==> src/rtl/dalms_pkg.sv <==
`timescale 1ns/1ps
package dalms_pkg;

    typedef enum logic [2:0] {
        ST_IDLE,
        ST_LOAD,
        ST_FILT,
        ST_ERR,
        ST_UPD,
        ST_APPLY
    } dalms_state_e;

endpackage

==> src/rtl/dalms_sample_table.sv <==
`timescale 1ns/1ps
module dalms_sample_table #(
    parameter int TAPS = 4,
    parameter int XW   = 8,
    parameter int SW   = 10
) (
    input  logic                          clk,
    input  logic                          rst_n,
    input  logic                          shift_i,
    input  logic                          load_i,
    input  logic [XW-1:0]                 sample_i,
    output logic [TAPS-1:0][XW-1:0]       taps_o,
    output logic [(1<<TAPS)-1:0][SW-1:0]  sums_o
);
    localparam int NE = 1 << TAPS;

    typedef struct packed {
        logic [TAPS-1:0][XW-1:0] taps;
        logic [NE-1:0][SW-1:0]   sums;
    } tbl_t;

    tbl_t st_d, st_q;
    logic [SW-1:0] part;

    always_comb begin
        st_d = st_q;
        part = '0;
        if (shift_i) begin
            for (int k = TAPS - 1; k > 0; k--) begin
                st_d.taps[k] = st_q.taps[k-1];
            end
            st_d.taps[0] = sample_i;
        end
        if (load_i) begin
            for (int a = 0; a < NE; a++) begin
                part = '0;
                for (int k = 0; k < TAPS; k++) begin
                    if (((a >> k) & 1) != 0) begin
                        part = part + SW'($signed(st_q.taps[k]));
                    end
                end
                st_d.sums[a] = part;
            end
        end
    end

    always_ff @(posedge clk or negedge rst_n) begin
        if (!rst_n) st_q <= '0;
        else        st_q <= st_d;
    end

    assign taps_o = st_q.taps;
    assign sums_o = st_q.sums;

    AST_TAPS_HOLD: assert property (@(posedge clk) disable iff (!rst_n)
        !shift_i |=> $stable(st_q.taps));
    AST_SUMS_HOLD: assert property (@(posedge clk) disable iff (!rst_n)
        !load_i |=> $stable(st_q.sums));

endmodule

==> src/rtl/dalms_base_filter.sv <==
`timescale 1ns/1ps
module dalms_base_filter #(
    parameter int TAPS = 4,
    parameter int XW   = 8,
    parameter int TW   = 18,
    parameter int AW   = 27,
    parameter int BW   = 4
) (
    input  logic                    clk,
    input  logic                    rst_n,
    input  logic                    clear_i,
    input  logic                    step_i,
    input  logic                    msb_i,
    input  logic [BW-1:0]           bit_i,
    input  logic [TAPS-1:0][XW-1:0] taps_i,
    input  logic [TW-1:0]           entry_i,
    output logic [TAPS-1:0]         addr_o,
    output logic [AW-1:0]           acc_o
);
    typedef struct packed {
        logic signed [AW-1:0] acc;
    } flt_t;

    flt_t st_d, st_q;
    logic signed [AW-1:0] term;

    always_comb begin
        for (int k = 0; k < TAPS; k++) begin
            addr_o[k] = taps_i[k][bit_i];
        end
    end

    always_comb begin
        st_d = st_q;
        term = AW'($signed(entry_i));
        term = term <<< bit_i;
        if (clear_i) begin
            st_d.acc = '0;
        end else if (step_i) begin
            if (msb_i) st_d.acc = st_q.acc - term;
            else       st_d.acc = st_q.acc + term;
        end
    end

    always_ff @(posedge clk or negedge rst_n) begin
        if (!rst_n) st_q <= '0;
        else        st_q <= st_d;
    end

    assign acc_o = st_q.acc;

    AST_ACC_CLEAR: assert property (@(posedge clk) disable iff (!rst_n)
        clear_i |=> (acc_o == '0));
    AST_ACC_IDLE: assert property (@(posedge clk) disable iff (!rst_n)
        (!clear_i && !step_i) |=> $stable(acc_o));

endmodule

==> src/rtl/dalms_adapt_unit.sv <==
`timescale 1ns/1ps
module dalms_adapt_unit #(
    parameter int TAPS  = 4,
    parameter int SW    = 10,
    parameter int EW    = 11,
    parameter int TW    = 18,
    parameter int PW    = 21,
    parameter int MU_SH = 4,
    parameter int BW    = 4
) (
    input  logic                          clk,
    input  logic                          rst_n,
    input  logic                          clear_i,
    input  logic                          step_i,
    input  logic                          msb_i,
    input  logic [BW-1:0]                 bit_i,
    input  logic [EW-1:0]                 err_i,
    input  logic [(1<<TAPS)-1:0][SW-1:0]  sums_i,
    input  logic                          apply_i,
    input  logic [TAPS-1:0]               addr_i,
    output logic [TW-1:0]                 entry_o
);
    localparam int NE   = 1 << TAPS;
    localparam int SUMW = ((PW > TW) ? PW : TW) + 1;
    localparam logic signed [PW-1:0]   RND   = (MU_SH > 0) ? PW'(1 << (MU_SH - 1)) : '0;
    localparam logic signed [SUMW-1:0] T_MAX = {{(SUMW-TW+1){1'b0}}, {(TW-1){1'b1}}};
    localparam logic signed [SUMW-1:0] T_MIN = {{(SUMW-TW+1){1'b1}}, {(TW-1){1'b0}}};

    typedef struct packed {
        logic [NE-1:0][TW-1:0] f;
        logic [NE-1:0][PW-1:0] prod;
    } ada_t;

    ada_t st_d, st_q;
    logic signed [PW-1:0]   term;
    logic signed [PW-1:0]   delta;
    logic signed [SUMW-1:0] sumv;

    always_comb begin
        st_d  = st_q;
        term  = '0;
        delta = '0;
        sumv  = '0;
        if (clear_i) begin
            st_d.prod = '0;
        end else if (step_i && err_i[bit_i]) begin
            for (int a = 0; a < NE; a++) begin
                term = PW'($signed(sums_i[a]));
                term = term <<< bit_i;
                if (msb_i) st_d.prod[a] = st_q.prod[a] - term;
                else       st_d.prod[a] = st_q.prod[a] + term;
            end
        end
        if (apply_i) begin
            for (int a = 1; a < NE; a++) begin
                delta = ($signed(st_q.prod[a]) + RND) >>> MU_SH;
                sumv  = SUMW'($signed(st_q.f[a])) + SUMW'(delta);
                if (sumv > T_MAX)      st_d.f[a] = T_MAX[TW-1:0];
                else if (sumv < T_MIN) st_d.f[a] = T_MIN[TW-1:0];
                else                   st_d.f[a] = sumv[TW-1:0];
            end
            st_d.f[0] = '0;
        end
    end

    always_ff @(posedge clk or negedge rst_n) begin
        if (!rst_n) st_q <= '0;
        else        st_q <= st_d;
    end

    assign entry_o = st_q.f[addr_i];

    AST_TABLE_HOLD: assert property (@(posedge clk) disable iff (!rst_n)
        !apply_i |=> $stable(st_q.f));
    AST_PROD_CLEAR: assert property (@(posedge clk) disable iff (!rst_n)
        clear_i |=> (st_q.prod == '0));

endmodule

==> src/rtl/dalms_lms_filter.sv <==
`timescale 1ns/1ps
module dalms_lms_filter #(
    parameter int TAPS  = 4,
    parameter int XW    = 8,
    parameter int FW    = 12,
    parameter int TW    = 18,
    parameter int YW    = 10,
    parameter int EW    = 11,
    parameter int MU_SH = 4
) (
    input  logic          clk,
    input  logic          rst_n,
    input  logic          sample_stb_i,
    input  logic [XW-1:0] sample_i,
    input  logic [XW-1:0] desired_i,
    output logic          busy_o,
    output logic          out_valid_o,
    output logic [YW-1:0] y_o,
    output logic [EW-1:0] err_o
);
    import dalms_pkg::*;

    localparam int NE     = 1 << TAPS;
    localparam int SW     = XW + $clog2(TAPS);
    localparam int AW     = TW + XW + 1;
    localparam int PW     = SW + EW;
    localparam int CNTMAX = (EW > XW) ? EW : XW;
    localparam int BW     = $clog2(CNTMAX);
    localparam int MW     = (YW > EW) ? ((YW > XW) ? YW : XW) : ((EW > XW) ? EW : XW);
    localparam int GW     = MW + 2;
    localparam logic signed [AW-1:0] Y_MAX = {{(AW-YW+1){1'b0}}, {(YW-1){1'b1}}};
    localparam logic signed [AW-1:0] Y_MIN = {{(AW-YW+1){1'b1}}, {(YW-1){1'b0}}};
    localparam logic signed [GW-1:0] E_MAX = {{(GW-EW+1){1'b0}}, {(EW-1){1'b1}}};
    localparam logic signed [GW-1:0] E_MIN = {{(GW-EW+1){1'b1}}, {(EW-1){1'b0}}};

    typedef struct packed {
        dalms_state_e   state;
        logic [BW-1:0]  cnt;
        logic [XW-1:0]  d;
        logic [YW-1:0]  y;
        logic [EW-1:0]  e;
        logic           valid;
    } ctl_t;

    ctl_t st_d, st_q;

    logic                          shift_w, load_w, fstep_w, fmsb_w, astep_w, amsb_w, apply_w;
    logic [TAPS-1:0][XW-1:0]       taps_w;
    logic [NE-1:0][SW-1:0]         sums_w;
    logic [TAPS-1:0]               addr_w;
    logic [TW-1:0]                 entry_w;
    logic [AW-1:0]                 acc_w;
    logic signed [AW-1:0]          ysh;
    logic signed [YW-1:0]          ynew;
    logic signed [GW-1:0]          diff;
    logic signed [EW-1:0]          enew;

    // Control strobes decoded from the sequencer state
    always_comb begin
        shift_w = (st_q.state == ST_IDLE) && sample_stb_i;
        load_w  = (st_q.state == ST_LOAD);
        fstep_w = (st_q.state == ST_FILT);
        fmsb_w  = (st_q.cnt == BW'(XW - 1));
        astep_w = (st_q.state == ST_UPD);
        amsb_w  = (st_q.cnt == BW'(EW - 1));
        apply_w = (st_q.state == ST_APPLY);
    end

    // Output scaling and error forming
    always_comb begin
        ysh = $signed(acc_w) >>> FW;
        if (ysh > Y_MAX)      ynew = Y_MAX[YW-1:0];
        else if (ysh < Y_MIN) ynew = Y_MIN[YW-1:0];
        else                  ynew = ysh[YW-1:0];
        diff = GW'($signed(st_q.d)) - GW'(ynew);
        if (diff > E_MAX)      enew = E_MAX[EW-1:0];
        else if (diff < E_MIN) enew = E_MIN[EW-1:0];
        else                   enew = diff[EW-1:0];
    end

    // Sequencer next state
    always_comb begin
        st_d       = st_q;
        st_d.valid = 1'b0;
        case (st_q.state)
            ST_IDLE: begin
                if (sample_stb_i) begin
                    st_d.d     = desired_i;
                    st_d.state = ST_LOAD;
                end
            end
            ST_LOAD: begin
                st_d.cnt   = '0;
                st_d.state = ST_FILT;
            end
            ST_FILT: begin
                if (fmsb_w) begin
                    st_d.cnt   = '0;
                    st_d.state = ST_ERR;
                end else begin
                    st_d.cnt = st_q.cnt + 1'b1;
                end
            end
            ST_ERR: begin
                st_d.y     = ynew;
                st_d.e     = enew;
                st_d.cnt   = '0;
                st_d.state = ST_UPD;
            end
            ST_UPD: begin
                if (amsb_w) begin
                    st_d.cnt   = '0;
                    st_d.state = ST_APPLY;
                end else begin
                    st_d.cnt = st_q.cnt + 1'b1;
                end
            end
            ST_APPLY: begin
                st_d.valid = 1'b1;
                st_d.state = ST_IDLE;
            end
            default: st_d.state = ST_IDLE;
        endcase
    end

    always_ff @(posedge clk or negedge rst_n) begin
        if (!rst_n) st_q <= '0;
        else        st_q <= st_d;
    end

    dalms_sample_table #(
        .TAPS(TAPS), .XW(XW), .SW(SW)
    ) u_samples (
        .clk      (clk),
        .rst_n    (rst_n),
        .shift_i  (shift_w),
        .load_i   (load_w),
        .sample_i (sample_i),
        .taps_o   (taps_w),
        .sums_o   (sums_w)
    );

    dalms_base_filter #(
        .TAPS(TAPS), .XW(XW), .TW(TW), .AW(AW), .BW(BW)
    ) u_base (
        .clk     (clk),
        .rst_n   (rst_n),
        .clear_i (load_w),
        .step_i  (fstep_w),
        .msb_i   (fmsb_w),
        .bit_i   (st_q.cnt),
        .taps_i  (taps_w),
        .entry_i (entry_w),
        .addr_o  (addr_w),
        .acc_o   (acc_w)
    );

    dalms_adapt_unit #(
        .TAPS(TAPS), .SW(SW), .EW(EW), .TW(TW), .PW(PW), .MU_SH(MU_SH), .BW(BW)
    ) u_adapt (
        .clk     (clk),
        .rst_n   (rst_n),
        .clear_i (load_w),
        .step_i  (astep_w),
        .msb_i   (amsb_w),
        .bit_i   (st_q.cnt),
        .err_i   (st_q.e),
        .sums_i  (sums_w),
        .apply_i (apply_w),
        .addr_i  (addr_w),
        .entry_o (entry_w)
    );

    assign busy_o      = (st_q.state != ST_IDLE);
    assign out_valid_o = st_q.valid;
    assign y_o         = st_q.y;
    assign err_o       = st_q.e;

    AST_VALID_SINGLE: assert property (@(posedge clk) disable iff (!rst_n)
        out_valid_o |=> !out_valid_o);
    AST_VALID_NOT_BUSY: assert property (@(posedge clk) disable iff (!rst_n)
        out_valid_o |-> !busy_o);
    AST_START_ON_STROBE: assert property (@(posedge clk) disable iff (!rst_n)
        $rose(busy_o) |-> $past(sample_stb_i));

endmodule

==> config.mk <==
export PLATFORM = sky130hd
export DESIGN_NAME = dalms_lms_filter
export DESIGN_NICKNAME = d
export VERILOG_FILES = /design/src/rtl/dalms_pkg.sv /design/src/rtl/dalms_sample_table.sv /design/src/rtl/dalms_base_filter.sv /design/src/rtl/dalms_adapt_unit.sv /design/src/rtl/dalms_lms_filter.sv
export SDC_FILE = /design/constraint.sdc
export NUM_CORES = 2
export LEC_CHECK = 0
export BUFFER_PORTS_ARGS = -buffer_cell sky130_fd_sc_hd__clkbuf_2
export CORE_UTILIZATION = 45
export DETAILED_ROUTE_END_ITERATION = 10
export GPL_ROUTABILITY_DRIVEN = 0
export SLEW_MARGIN = 10
export SYNTH_ARGS = -nofsm -noshare
export SYNTH_HDL_FRONTEND = slang
export SYNTH_HIERARCHICAL = 1
export SYNTH_SLANG_ARGS = --single-unit
==> constraint.sdc <==
create_clock -name clk -period 8.1 [get_ports clk]
set_clock_uncertainty 0.15 [all_clocks]
set_input_delay 0.405 -clock clk [delete_from_list [all_inputs] [get_ports clk]]
set_output_delay 0.405 -clock clk [all_outputs]
set_load 0.05 [all_outputs]
==> results.sh <==
export IMPL_postSynthCellCount=10604
export IMPL_cts_sinks=823
export IMPL_r2r_start="st_q[30]$_DFFE_PN0P_"
export IMPL_startpoint="st_q[30]$_DFFE_PN0P_"
export IMPL_finalHoldViolCount=0
export IMPL_grt_overflow_total=0
export IMPL_die_area_um2=199000
export IMPL_die_h_um=446
export IMPL_h_tree_depth=3
export IMPL_vias_per_cell=6.32
export IMPL_crit_path_end_kind="flop"
export IMPL_grt_usage=0.321
export IMPL_die_x_um=446
export IMPL_io_buffers=41
export IMPL_vias=83033
export IMPL_wl_per_cell_um=24.9
export IMPL_routed_wl_mm=327
export IMPL_syn_nets=11422
export IMPL_clock_latency_ns=0.80
export IMPL_startpoint_type="flop"
export IMPL_outcome="completed"
export IMPL_tritoncts="done"
export IMPL_synth_area_um2=88700
export IMPL_cts_buffer_depth=3
export IMPL_r2r_setup_slack_ns=0.49
export IMPL_postCtsResizedCells=0
export IMPL_cp_arrival_ns=8.19
export IMPL_pin_count=42
export IMPL_root_buffer="clkbuf_16"
export IMPL_maxSlewViolCount=0
export IMPL_core_area_um2=195000
export IMPL_dr_pass1_iters=7
export IMPL_fmax_mhz=131
export IMPL_crit_type="flop to flop"
export IMPL_ant_nets=0
export IMPL_layout_commonest_cell="nand2_1"
export IMPL_min_period_ns=7.61
export IMPL_n_fill_cell=18554
export IMPL_fin_crit_sh=0.939
export IMPL_rows=162
export IMPL_finalSetupTns_ns=0
export IMPL_reg2reg_depth=24
export IMPL_reg2reg_to="u_base/acc_o[24]$_DFFE_PN0P_"
export IMPL_grt_max_degree=166
export IMPL_crit_path_max_fanout=38
export IMPL_layout_common_cells="1006 x nand2_1, 988 x nor2_1, 978 x a21oi_1, 819 x dfrtp_1, 757 x ha_1"
export IMPL_synthToLayoutAreaGrowth_pct=7.54
export IMPL_rsz0062_at_grt="no"
export IMPL_numCtsBuffers=107
export IMPL_crit_path_end="u_base/acc_o[24]$_DFFE_PN0P_"
export IMPL_drive_gt1_frac=0.0967
export IMPL_ys_warn_count=6
export IMPL_dpl_hpwl_mm=247
export IMPL_nets=11213
export IMPL_setup_viol=0
export IMPL_required_ns=8.68
export IMPL_drtIter0Drc=8281
export IMPL_grt_pass1_wl_mm=489
export IMPL_maxCapViolCount=0
export IMPL_grt_pass1_vias=77677
export IMPL_path_clk_slew_ns=0.06
export IMPL_worst_pin_slew_ns=1.35
export IMPL_initial_utilization=0.454
export IMPL_min_path_type="input pin to asynchronous set/reset pin"
export IMPL_synth_avg_cell_area_um2=8.36
export IMPL_antenna_found_initial=34
export IMPL_drc=0
export IMPL_slew_headroom=0.0944
export IMPL_fin_util=0.488
[state kept, by name, indices dropped and copies added (netlist names)]
| signal | cells |
|---|---|
| err_o | 11 |
| u_samples/sums_o | 142 |
| y_o | 10 |
| u_base/acc_o | 27 |
| out_valid_o | 1 |
| u_samples/taps_o | 32 |
| u_adapt/st_q | 585 |
| st_q | 15 |
[how the worst min path moves through the flow]
| stage | start | endpoint | slack [ns] | depth (start not counted) |
|---|---|---|---|---|
| floorplan | rst_n | err_o[0]$_DFFE_PN0N_ | -0.04 | 0 |
| global placement | rst_n | u_adapt/st_q[69]$_DFFE_PN0P_ | 0.31 | 1 |
| detailed placement | rst_n | u_adapt/st_q[69]$_DFFE_PN0P_ | 0.32 | 1 |
| CTS | rst_n | u_adapt/st_q[69]$_DFFE_PN0P_ | 0.07 | 2 |
| global route | rst_n | u_adapt/st_q[69]$_DFFE_PN0P_ | 0.11 | 2 |
| finish | rst_n | u_adapt/st_q[69]$_DFFE_PN0P_ | 0.06 | 2 |
[timing repair]
action	4_1_cts	5_1_grt
hold buffers	18	0
setup endpoints to repair	0	0
hold endpoints to repair	86	0
buffers inserted	0	0
[critical path: stages (launching register included)]
cell       delay (ns)
dfrtp_4          0.49
mux4_2           0.54
nand2_1          0.14
nand2_4          0.26
nor2b_1          0.42
a22o_1           0.31
mux4_2           0.56
mux4_2           0.62
and3_1           0.23
a211o_1          0.33
nor3b_2          0.27
nor4b_4          0.34
nand3_1          0.14
nor2_1           0.27
a21oi_1          0.13
xor2_1           0.16
ha_1             0.39
and4_1           0.32
nand2_1          0.09
nor2_1           0.14
a211oi_1         0.08
a21boi_0         0.38
o211ai_1         0.17
a2111oi_0        0.44
a221o_1          0.17
[layout make-up]
cell class              count  area (um^2)  area share
repair buffers            197         1670      0.0175
multi-input cells        8862        64300       0.675
inverters                 404         1540      0.0161
well taps                2624         3280      0.0344
clock buffers             143         3030      0.0318
diodes                     19         47.5    0.000499
clock inverters            59          848     0.00890
flip-flops and latches    823        20600       0.216
[stage by stage]
stage	cells	hold WS [ns]	setup WS [ns]	cell area, um^2
after floorplan	10604	-0.0406	0.155	88700
after global placement	12892	0.310	0.801	91200
after detailed placement	12892	0.321	0.737	91200
after CTS	13112	0.0674	0.720	95300
after global routing	13113	0.108	0.0849	95300
final	13131	0.0563	0.491	95400
[per-layer routing]
metal | vias up | track usage | wire (um)
met5 | - | 0 | 126
met4 | 20 | 0.195 | 22800
met3 | 887 | 0.0910 | 32800
met2 | 3563 | 0.474 | 138000
met1 | 40303 | 0.412 | 134000
li1 | 38260 | - | -
Power is not shown: default switching activity piles up to over one toggle a cycle in this logic, so the estimate is an artifact.
